===== src/rtl/uart_regctl_pkg.sv =====
package uart_regctl_pkg;

  localparam int OFF_W     = 6;
  localparam int NUM_MODE  = 2;
  localparam int RXSEL_BIT = 6;

  localparam logic [OFF_W-1:0] OFF_MODE = 6'h00;
  localparam logic [OFF_W-1:0] OFF_STAT = 6'h04;
  localparam logic [OFF_W-1:0] OFF_CMD  = 6'h08;
  localparam logic [OFF_W-1:0] OFF_DATA = 6'h0C;
  localparam logic [OFF_W-1:0] OFF_INT  = 6'h14;

  typedef enum logic [2:0] {
    MISC_NOP     = 3'd0,
    MISC_PTR_RST = 3'd1,
    MISC_RX_RST  = 3'd2,
    MISC_TX_RST  = 3'd3,
    MISC_ERR_RST = 3'd4,
    MISC_BRK_CLR = 3'd5,
    MISC_BRK_ON  = 3'd6,
    MISC_BRK_OFF = 3'd7
  } misc_e;

  typedef enum logic [1:0] {
    EN_KEEP = 2'd0,
    EN_ON   = 2'd1,
    EN_OFF  = 2'd2,
    EN_RSVD = 2'd3
  } en_cmd_e;

  typedef struct packed {
    misc_e   misc;
    en_cmd_e txf;
    en_cmd_e rxf;
  } cmd_t;

  // reset action first, then the enable field of the same command byte
  function automatic logic next_enable(logic cur, logic reset_hit, en_cmd_e f);
    logic v;
    v = reset_hit ? 1'b0 : cur;
    case (f)
      EN_ON:   v = 1'b1;
      EN_OFF:  v = 1'b0;
      default: v = v;
    endcase
    return v;
  endfunction

  function automatic logic [7:0] pack_status(logic rx_any, logic rx_full,
                                             logic tx_on, logic tx_emp);
    return {4'b0000, tx_emp, tx_on, rx_full, rx_any};
  endfunction

  function automatic logic [7:0] pack_isr(logic tx_on, logic rx_any, logic rx_full,
                                          logic sel_full, logic brk);
    return {5'b00000, brk, (sel_full ? rx_full : rx_any), tx_on};
  endfunction

endpackage


===== src/rtl/urc_mode_bank.sv =====
module urc_mode_bank
  import uart_regctl_pkg::*;
(
  input  logic       clk,
  input  logic       rst_n,
  input  logic       wr_en,
  input  logic       clr_ptr,
  input  logic [7:0] wdata,
  output logic [7:0] rd_data,
  output logic [7:0] mode_first,
  output logic       ptr
);
  logic [7:0] mode_q [NUM_MODE];

  for (genvar g = 0; g < NUM_MODE; g++) begin : g_mode
    always_ff @(posedge clk) begin
      if (!rst_n)                        mode_q[g] <= '0;
      else if (wr_en && (ptr == 1'(g)))  mode_q[g] <= wdata;
    end
  end

  always_ff @(posedge clk) begin
    if (!rst_n)        ptr <= 1'b0;
    else if (clr_ptr)  ptr <= 1'b0;
    else if (wr_en)    ptr <= 1'b1;
  end

  assign rd_data    = mode_q[ptr];
  assign mode_first = mode_q[0];

  assert_ptr_advance_R3: assert property (@(posedge clk) disable iff (!rst_n)
    wr_en |=> ptr);
  assert_ptr_clear_R3: assert property (@(posedge clk) disable iff (!rst_n)
    clr_ptr |=> !ptr);
endmodule


===== src/rtl/urc_rx_queue.sv =====
module urc_rx_queue #(
  parameter int DEPTH = 4
) (
  input  logic       clk,
  input  logic       rst_n,
  input  logic       flush,
  input  logic       push,
  input  logic [7:0] push_data,
  input  logic       pop,
  output logic [7:0] head,
  output logic       full,
  output logic       empty
);
  localparam int CW = $clog2(DEPTH + 1);
  localparam logic [CW-1:0] FULL_CNT = CW'(DEPTH);

  logic [7:0]    mem_q [DEPTH];
  logic [7:0]    mem_n [DEPTH];
  logic [CW-1:0] cnt_q, cnt_n, cnt_pop;
  logic          pop_ok;

  assign empty  = (cnt_q == '0);
  assign full   = (cnt_q == FULL_CNT);
  assign pop_ok = pop && !empty;
  assign head   = empty ? 8'h00 : mem_q[0];

  always_comb begin
    cnt_pop = cnt_q - CW'(pop_ok);
    for (int i = 0; i < DEPTH; i++) begin
      if (pop_ok && (i < DEPTH - 1)) mem_n[i] = mem_q[i + 1];
      else                           mem_n[i] = mem_q[i];
    end
    cnt_n = cnt_pop;
    if (push) begin
      // a push into a full queue overwrites the newest entry
      for (int i = 0; i < DEPTH; i++) begin
        if ((cnt_pop == FULL_CNT) ? (i == DEPTH - 1) : (CW'(i) == cnt_pop))
          mem_n[i] = push_data;
      end
      if (cnt_pop != FULL_CNT) cnt_n = cnt_pop + 1'b1;
    end
    if (flush) cnt_n = '0;
  end

  always_ff @(posedge clk) begin
    if (!rst_n) begin
      cnt_q <= '0;
      for (int i = 0; i < DEPTH; i++) mem_q[i] <= '0;
    end else begin
      cnt_q <= cnt_n;
      for (int i = 0; i < DEPTH; i++) mem_q[i] <= mem_n[i];
    end
  end

  assert_no_overflow_R7: assert property (@(posedge clk) disable iff (!rst_n)
    cnt_q <= FULL_CNT);
  assert_full_holds_R7: assert property (@(posedge clk) disable iff (!rst_n)
    full && !pop && !flush |=> full);
  assert_flush_empties_R8: assert property (@(posedge clk) disable iff (!rst_n)
    flush |=> empty);
endmodule


===== src/rtl/urc_tx_hold.sv =====
module urc_tx_hold (
  input  logic       clk,
  input  logic       rst_n,
  input  logic       load,
  input  logic [7:0] load_data,
  input  logic       discard,
  input  logic       enable,
  input  logic       tx_ready,
  output logic       tx_valid,
  output logic [7:0] tx_data,
  output logic       buf_empty
);
  logic pend_q;
  logic accept;

  assign tx_valid  = pend_q && enable;
  assign accept    = tx_valid && tx_ready;
  assign buf_empty = !pend_q;

  always_ff @(posedge clk) begin
    if (!rst_n) begin
      pend_q  <= 1'b0;
      tx_data <= '0;
    end else if (discard) begin
      pend_q  <= 1'b0;
    end else if (load) begin
      pend_q  <= 1'b1;
      tx_data <= load_data;
    end else if (accept) begin
      pend_q  <= 1'b0;
    end
  end

  assert_tx_hold_R6: assert property (@(posedge clk) disable iff (!rst_n)
    tx_valid && !tx_ready && !load && !discard && enable |=> tx_valid && $stable(tx_data));
  assert_tx_accept_empty_R6: assert property (@(posedge clk) disable iff (!rst_n)
    accept && !load |=> buf_empty);
  assert_load_pending_R6: assert property (@(posedge clk) disable iff (!rst_n)
    load && !discard |=> !buf_empty);
endmodule


===== src/rtl/uart_regctl.sv =====
module uart_regctl
  import uart_regctl_pkg::*;
#(
  parameter int ADDR_W   = 8,
  parameter int RX_DEPTH = 4
) (
  input  logic              clk,
  input  logic              rst_n,
  input  logic [ADDR_W-1:0] bus_addr,
  input  logic              bus_wr,
  input  logic              bus_rd,
  input  logic [7:0]        bus_wdata,
  output logic [7:0]        bus_rdata,
  output logic              irq,
  output logic              tx_valid,
  input  logic              tx_ready,
  output logic [7:0]        tx_data,
  input  logic              rx_valid,
  output logic              rx_ready,
  input  logic [7:0]        rx_data,
  input  logic              rx_break
);
  logic [OFF_W-1:0] off;
  logic unused_bits;
  assign off         = bus_addr[OFF_W-1:0];
  assign unused_bits = ^{bus_addr[ADDR_W-1:OFF_W], bus_wdata[7]};

  // decoded events, named for the assertions
  logic wr_mode, wr_cmd, wr_txd, wr_mask, rd_pop;
  assign wr_mode = bus_wr && (off == OFF_MODE);
  assign wr_cmd  = bus_wr && (off == OFF_CMD);
  assign wr_txd  = bus_wr && (off == OFF_DATA);
  assign wr_mask = bus_wr && (off == OFF_INT);
  assign rd_pop  = bus_rd && (off == OFF_DATA);

  cmd_t cmd;
  assign cmd = cmd_t'(bus_wdata[6:0]);

  logic ptr_clr, rx_flush, tx_discard, brk_clr;
  assign ptr_clr    = wr_cmd && (cmd.misc == MISC_PTR_RST);
  assign rx_flush   = wr_cmd && (cmd.misc == MISC_RX_RST);
  assign tx_discard = wr_cmd && (cmd.misc == MISC_TX_RST);
  assign brk_clr    = wr_cmd && (cmd.misc == MISC_BRK_CLR);

  logic       tx_en_q, rx_en_q, brk_q;
  logic [7:0] mask_q;

  always_ff @(posedge clk) begin
    if (!rst_n) begin
      tx_en_q <= 1'b0;
      rx_en_q <= 1'b0;
      brk_q   <= 1'b0;
      mask_q  <= '0;
    end else begin
      if (wr_cmd) begin
        tx_en_q <= next_enable(tx_en_q, tx_discard, cmd.txf);
        rx_en_q <= next_enable(rx_en_q, rx_flush, cmd.rxf);
      end
      if (rx_break)     brk_q <= 1'b1;
      else if (brk_clr) brk_q <= 1'b0;
      if (wr_mask) mask_q <= bus_wdata;
    end
  end

  logic [7:0] mode_rd, mode_first;
  logic       mode_ptr;

  urc_mode_bank u_mode (
    .clk        (clk),
    .rst_n      (rst_n),
    .wr_en      (wr_mode),
    .clr_ptr    (ptr_clr),
    .wdata      (bus_wdata),
    .rd_data    (mode_rd),
    .mode_first (mode_first),
    .ptr        (mode_ptr)
  );

  logic       rxq_full, rxq_empty, rxq_push;
  logic [7:0] rxq_head, rxq_in;

  assign rx_ready = rx_en_q && !rxq_full;
  assign rxq_push = rx_break || (rx_valid && rx_ready);
  assign rxq_in   = rx_break ? 8'h00 : rx_data;

  urc_rx_queue #(.DEPTH(RX_DEPTH)) u_rxq (
    .clk       (clk),
    .rst_n     (rst_n),
    .flush     (rx_flush),
    .push      (rxq_push),
    .push_data (rxq_in),
    .pop       (rd_pop),
    .head      (rxq_head),
    .full      (rxq_full),
    .empty     (rxq_empty)
  );

  logic tx_emp;

  urc_tx_hold u_tx (
    .clk       (clk),
    .rst_n     (rst_n),
    .load      (wr_txd),
    .load_data (bus_wdata),
    .discard   (tx_discard),
    .enable    (tx_en_q),
    .tx_ready  (tx_ready),
    .tx_valid  (tx_valid),
    .tx_data   (tx_data),
    .buf_empty (tx_emp)
  );

  logic [7:0] status_w, isr_w;
  assign status_w = pack_status(!rxq_empty, rxq_full, tx_en_q, tx_emp);
  assign isr_w    = pack_isr(tx_en_q, !rxq_empty, rxq_full, mode_first[RXSEL_BIT], brk_q);
  assign irq      = |(isr_w & mask_q);

  always_comb begin
    case (off)
      OFF_MODE: bus_rdata = mode_rd;
      OFF_STAT: bus_rdata = status_w;
      OFF_DATA: bus_rdata = rxq_head;
      OFF_INT:  bus_rdata = isr_w;
      default:  bus_rdata = 8'h00;
    endcase
  end

  assert_tx_enable_R5: assert property (@(posedge clk) disable iff (!rst_n)
    wr_cmd && (cmd.txf == EN_ON) |=> status_w[2]);
  assert_rx_disable_R4: assert property (@(posedge clk) disable iff (!rst_n)
    wr_cmd && (cmd.rxf == EN_OFF) |=> !rx_ready);
  assert_break_flag_R9: assert property (@(posedge clk) disable iff (!rst_n)
    rx_break |=> isr_w[2] && !rxq_empty);
  assert_break_clear_R9: assert property (@(posedge clk) disable iff (!rst_n)
    brk_clr && !rx_break |=> !isr_w[2]);
  assert_irq_masked_R11: assert property (@(posedge clk) disable iff (!rst_n)
    irq |-> (mask_q != 8'h00));
  assert_flush_status_R8: assert property (@(posedge clk) disable iff (!rst_n)
    rx_flush |=> (status_w[1:0] == 2'b00));
endmodule


===== config.mk =====
export PLATFORM = sky130hd
export DESIGN_NAME = uart_regctl
export DESIGN_NICKNAME = d
export VERILOG_FILES = /design/src/rtl/uart_regctl_pkg.sv /design/src/rtl/urc_mode_bank.sv /design/src/rtl/urc_rx_queue.sv /design/src/rtl/urc_tx_hold.sv /design/src/rtl/uart_regctl.sv
export SDC_FILE = /design/constraint.sdc
export NUM_CORES = 1
export LEC_CHECK = 0
export BUFFER_PORTS_ARGS = -buffer_cell sky130_fd_sc_hd__buf_2
export CAP_MARGIN = 20
export CORE_MARGIN = 2
export CORE_UTILIZATION = 50
export CTS_CLUSTER_DIAMETER = 60
export DETAILED_ROUTE_END_ITERATION = 10
export PLACE_DENSITY = 0.74
export SYNTH_ARGS = -nofsm -noshare
export SYNTH_HDL_FRONTEND = slang
export SYNTH_HIERARCHICAL = 1
export SYNTH_SLANG_ARGS = --single-unit

===== constraint.sdc =====
create_clock -name clk -period 3.3 [get_ports clk]
set_input_delay 0.66 -clock clk [delete_from_list [all_inputs] [get_ports clk]]
set_output_delay 0.66 -clock clk [all_outputs]
set_load 0.02 [all_outputs]

==> Implementation_results.wiki <==
{| class="wikitable"
! Metric !! Value
|-
| Run status || finished clean
|-
| CP required || 2.64 ns
|-
| Overall power consumption || 1740 µW
|-
| Yosys reg bits || 68
|-
| Wire length of the first global-routing pass || 14000 µm
|-
| Per-cell via count in the routed design || 5.53
|-
| Worst Clk Skew || 0.00541 ns
|-
| Max-slew headroom || 59.3%
|-
| Post-CTS Repair Setup Buffers || 0
|-
| Clock network fraction of total power || 35.5%
|-
| Maximum clock path buffer count || 2
|-
| Post-synthesis cell type count || 55
|-
| Sequential cell area fraction in the yosys report || 41.4%
|-
| Setup TNS || 0 ns
|-
| Average cell area after synthesis || 9.92 µm²
|-
| Post-synth EDFFs || 16
|-
| Peak supply drop || 213 µV
|-
| Number of global-route vias before repair || 2873
|-
| Clock Tree Root || sky130_fd_sc_hd__clkbuf_8
|-
| Number of nets with antenna violations after detailed routing || 0
|-
| Post-synth ARST share || 0%
|-
| Maximum number of pins on one net before global-route repair || 44
|-
| Cell Rows || 31
|-
| Cell count after synthesis || 371
|-
| Clock-pin slew reported for the worst setup and hold paths after clock tree synthesis || 0.08 ns
|-
| Worst Path Arrival || 2.28 ns
|-
| Count of endpoints failing setup in the final report || 0
|-
| Final cycle utilization of the critical path || 89.0%
|-
| Num Clock Sinks || 68
|-
| Internal || 1280 µW
|-
| Share of cells above drive strength 1 || 26.4%
|-
| Die Area || 0.00806 mm²
|-
| Switch Pwr || 456 µW
|-
| Number of port buffers || 47
|-
| H-tree depth || 3
|-
| Relative contribution of combinational cells to total power || 12.5%
|-
| Die Y || 89.8 µm
|-
| Initial antenna violation count || 0
|-
| Via count || 2894
|-
| Global Route Usage Sum || 21.5%
|-
| Number of synthesis warnings || 6
|-
| Total iterations of the first detailed-routing run || 4
|-
| Final worst setup slack || 0.364 ns
|-
| Num ports || 50
|-
| Synthesized net count || 404
|-
| Diode count || 0
|-
| DRC || 0
|-
| Cts hold-fix bufs || 0
|-
| Core Box Area || 0.00718 mm²
|-
| Clock period minus final worst setup slack || 2.94 ns
|-
| Kind of end point of the critical path || output pin
|-
| Pwr/cell area || 417 mW/mm²
|-
| Switching power share of the total || 26.2%
|-
| Total Wirelength || 8310 µm
|-
| Maximum clock rate || 341 MHz
|-
| Cell Area, Synth || 0.00368 mm²
|-
| Quantity of gates resized following cts || 0
|-
| Type of the worst setup path || in -> out
|-
| Count of nets after finishing || 452
|-
| Horizontal extent of the die || 89.8 µm
|-
| Final Hold Viols || 0
|-
| P_leak || 0.00182 µW
|-
| Biggest fanout along the worst timing path || 9
|-
| TritonCTS clock tree || yes
|-
| Count of maximum capacitance violations || 0
|-
| Pin slew with the least headroom to its limit || 0.608 ns
|-
| Cts bufs inserted || 9
|-
| Average routed wire per standard cell || 15.9 µm
|-
| Hold Path Class || reg -> reg
|-
| Global placer's final weighted congestion || 0.842
|-
| Final-report max-slew violation count || 0
|-
| Post-placement setup slack || 0.0582 ns
|-
| Filler Cells Inserted || 643
|-
| Remaining global-route overflow || 0
|-
| Half-perimeter wire length of the detailed placement result || 5960 µm
|-
| Unrepaired setup endpoints after global routing || no
|-
| Area overhead of the layout relative to synthesis || 13.5%
|-
| Count of routing violations after the opening detailed-route iteration || 155
|-
| Clock latency on the worst-skew pair || 0.33 ns
|-
| Startpoint Class || primary input
|-
| Minimum setup slack among reg-to-reg paths || 0.69 ns
|-
| Reg power frac || 52.0%
|-
| Initial standard-cell utilization of the core || 51.3%
|-
| Leading register cell type out of synthesis || sky130_fd_sc_hd__dfxtp_1
|}
[cell type report]
class                           instances  area (µm²)  share of cell area (%)
Tap cell                               99         124                    2.97
Inverter                                6        22.5                   0.539
Sequential cell                        68        1520                    36.4
Multi-Input combinational cell        270        1970                    47.1
Timing Repair Buffer                   64         363                    8.69
Clock inverter                          4        23.8                   0.569
Clock buffer                           12         155                    3.72
[critical path, cell delays in order]
cell                      delay [ns]
sky130_fd_sc_hd__buf_2          0.12
sky130_fd_sc_hd__or4_4          0.55
sky130_fd_sc_hd__buf_4          0.19
sky130_fd_sc_hd__nor3_2         0.32
sky130_fd_sc_hd__a221o_1        0.25
sky130_fd_sc_hd__buf_2          0.17
[power groups by stage]
stage | logic, µW | registers [µW] | clock network (µW)
floorplan | 155 | 916 | 0
global placement | 209 | 923 | 0
detailed placement | 215 | 924 | 0
CTS | 216 | 905 | 633
global route | 242 | 908 | 667
finish | 218 | 905 | 618
[Yosys cell counts (3+ instances only)]
master,n,share of area [%]
sky130_fd_sc_hd__inv_1,5,0.51
sky130_fd_sc_hd__buf_4,3,0.61
sky130_fd_sc_hd__buf_6,7,2.1
sky130_fd_sc_hd__a21oi_1,11,1.5
sky130_fd_sc_hd__nor3b_1,5,1.0
sky130_fd_sc_hd__nand2_1,51,5.2
sky130_fd_sc_hd__o31ai_1,16,3.3
sky130_fd_sc_hd__nor2_1,24,2.4
sky130_fd_sc_hd__a21oi_2,8,1.9
sky130_fd_sc_hd__nand2b_1,9,1.5
sky130_fd_sc_hd__buf_2,5,0.68
sky130_fd_sc_hd__a221o_1,3,0.82
sky130_fd_sc_hd__edfxtp_1,16,13
sky130_fd_sc_hd__and2_1,4,0.68
sky130_fd_sc_hd__mux2_4,8,3.3
sky130_fd_sc_hd__a22o_1,5,1.2
sky130_fd_sc_hd__clkbuf_1,12,1.2
sky130_fd_sc_hd__o21ai_0,11,1.5
sky130_fd_sc_hd__nand3_1,3,0.41
sky130_fd_sc_hd__dfxtp_1,52,28
sky130_fd_sc_hd__o211ai_1,3,0.61
sky130_fd_sc_hd__o211a_1,9,2.4
sky130_fd_sc_hd__mux2i_1,46,13
sky130_fd_sc_hd__nor2b_1,17,2.9
[metal layers]
metal	share of wire, %	track usage (%)
met1	48	30.8
met2	46	33.6
met3	4.8	4.53
met4	0.76	4.87
met5	0	0
[through the flow]
step                hold slack, ns  instance area, µm²  cells  utilization [%]
finish                       0.458                4180    523             58.2
global route                 0.479                4180    523             58.2
CTS                          0.459                4180    523             58.2
detailed placement           0.449                4000    507             55.7
global placement             0.441                4000    507             55.7
floorplan                    0.434                3680    371                -
[cell usage in the layout (no fill, tap or decap), types with 2 or more instances in the layout]
cell type	count
sky130_fd_sc_hd__inv_1	5
sky130_fd_sc_hd__nor3_1	2
sky130_fd_sc_hd__nand2b_1	9
sky130_fd_sc_hd__a211oi_1	2
sky130_fd_sc_hd__nor4b_2	2
sky130_fd_sc_hd__clkinv_2	3
sky130_fd_sc_hd__a22o_1	5
sky130_fd_sc_hd__ha_1	2
sky130_fd_sc_hd__nand2_1	51
sky130_fd_sc_hd__dfxtp_1	52
sky130_fd_sc_hd__a21o_1	2
sky130_fd_sc_hd__nand3b_1	2
sky130_fd_sc_hd__o21ai_0	11
sky130_fd_sc_hd__o211ai_1	3
sky130_fd_sc_hd__nor2b_1	17
sky130_fd_sc_hd__a221o_1	3
sky130_fd_sc_hd__mux2_4	8
sky130_fd_sc_hd__o21a_1	2
sky130_fd_sc_hd__clkbuf_8	11
sky130_fd_sc_hd__edfxtp_1	16
sky130_fd_sc_hd__a21oi_2	8
sky130_fd_sc_hd__and2_1	4
sky130_fd_sc_hd__nand3_1	3
sky130_fd_sc_hd__buf_2	47
sky130_fd_sc_hd__buf_4	17
sky130_fd_sc_hd__o211a_1	9
sky130_fd_sc_hd__nor3b_1	5
sky130_fd_sc_hd__mux2i_1	46
sky130_fd_sc_hd__a21oi_1	11
sky130_fd_sc_hd__o31ai_1	16
sky130_fd_sc_hd__nor2_1	23
[kinds of logic after synthesis]
kind of cell / synth area share (%)
multiplexers: 15.8
buffers and inverters: 5.27
flip-flops: 41.4
AND/OR/NAND/NOR: 19.3
XOR/XNOR: 0.680
AO/OA/AOI/OAI: 16.9
adder cells (fa/ha/maj): 0.680
[registers in the layout, indices dropped and copies added, names as in the netlist, named ones only]
| signal | flops |
|---|---|
| mask_q | 3 |
| u_tx/pend_q | 1 |
| brk_q | 1 |
| rx_en_q | 1 |
| u_rxq/cnt_q | 3 |
| u_rxq/mem_q | 32 |
| u_mode/ptr | 1 |
| tx_en_q | 1 |
| u_tx/tx_data | 8 |
| u_mode/mode_q | 16 |
[worst paths after layout]
| kind | to | from | depth (start not counted) |
|---|---|---|---|
| setup reg to reg | u_rxq/mem_q[3][2] | u_rxq/cnt_q[2] | 7 |
| hold / removal | u_tx/tx_data[0] | u_tx/tx_data[0] | 2 |
| setup / recovery | bus_rdata[1] | bus_addr[1] | 6 |
| hold reg to reg | u_tx/tx_data[0] | u_tx/tx_data[0] | 2 |
No activity file was read; power rests on OpenSTA's default activity.
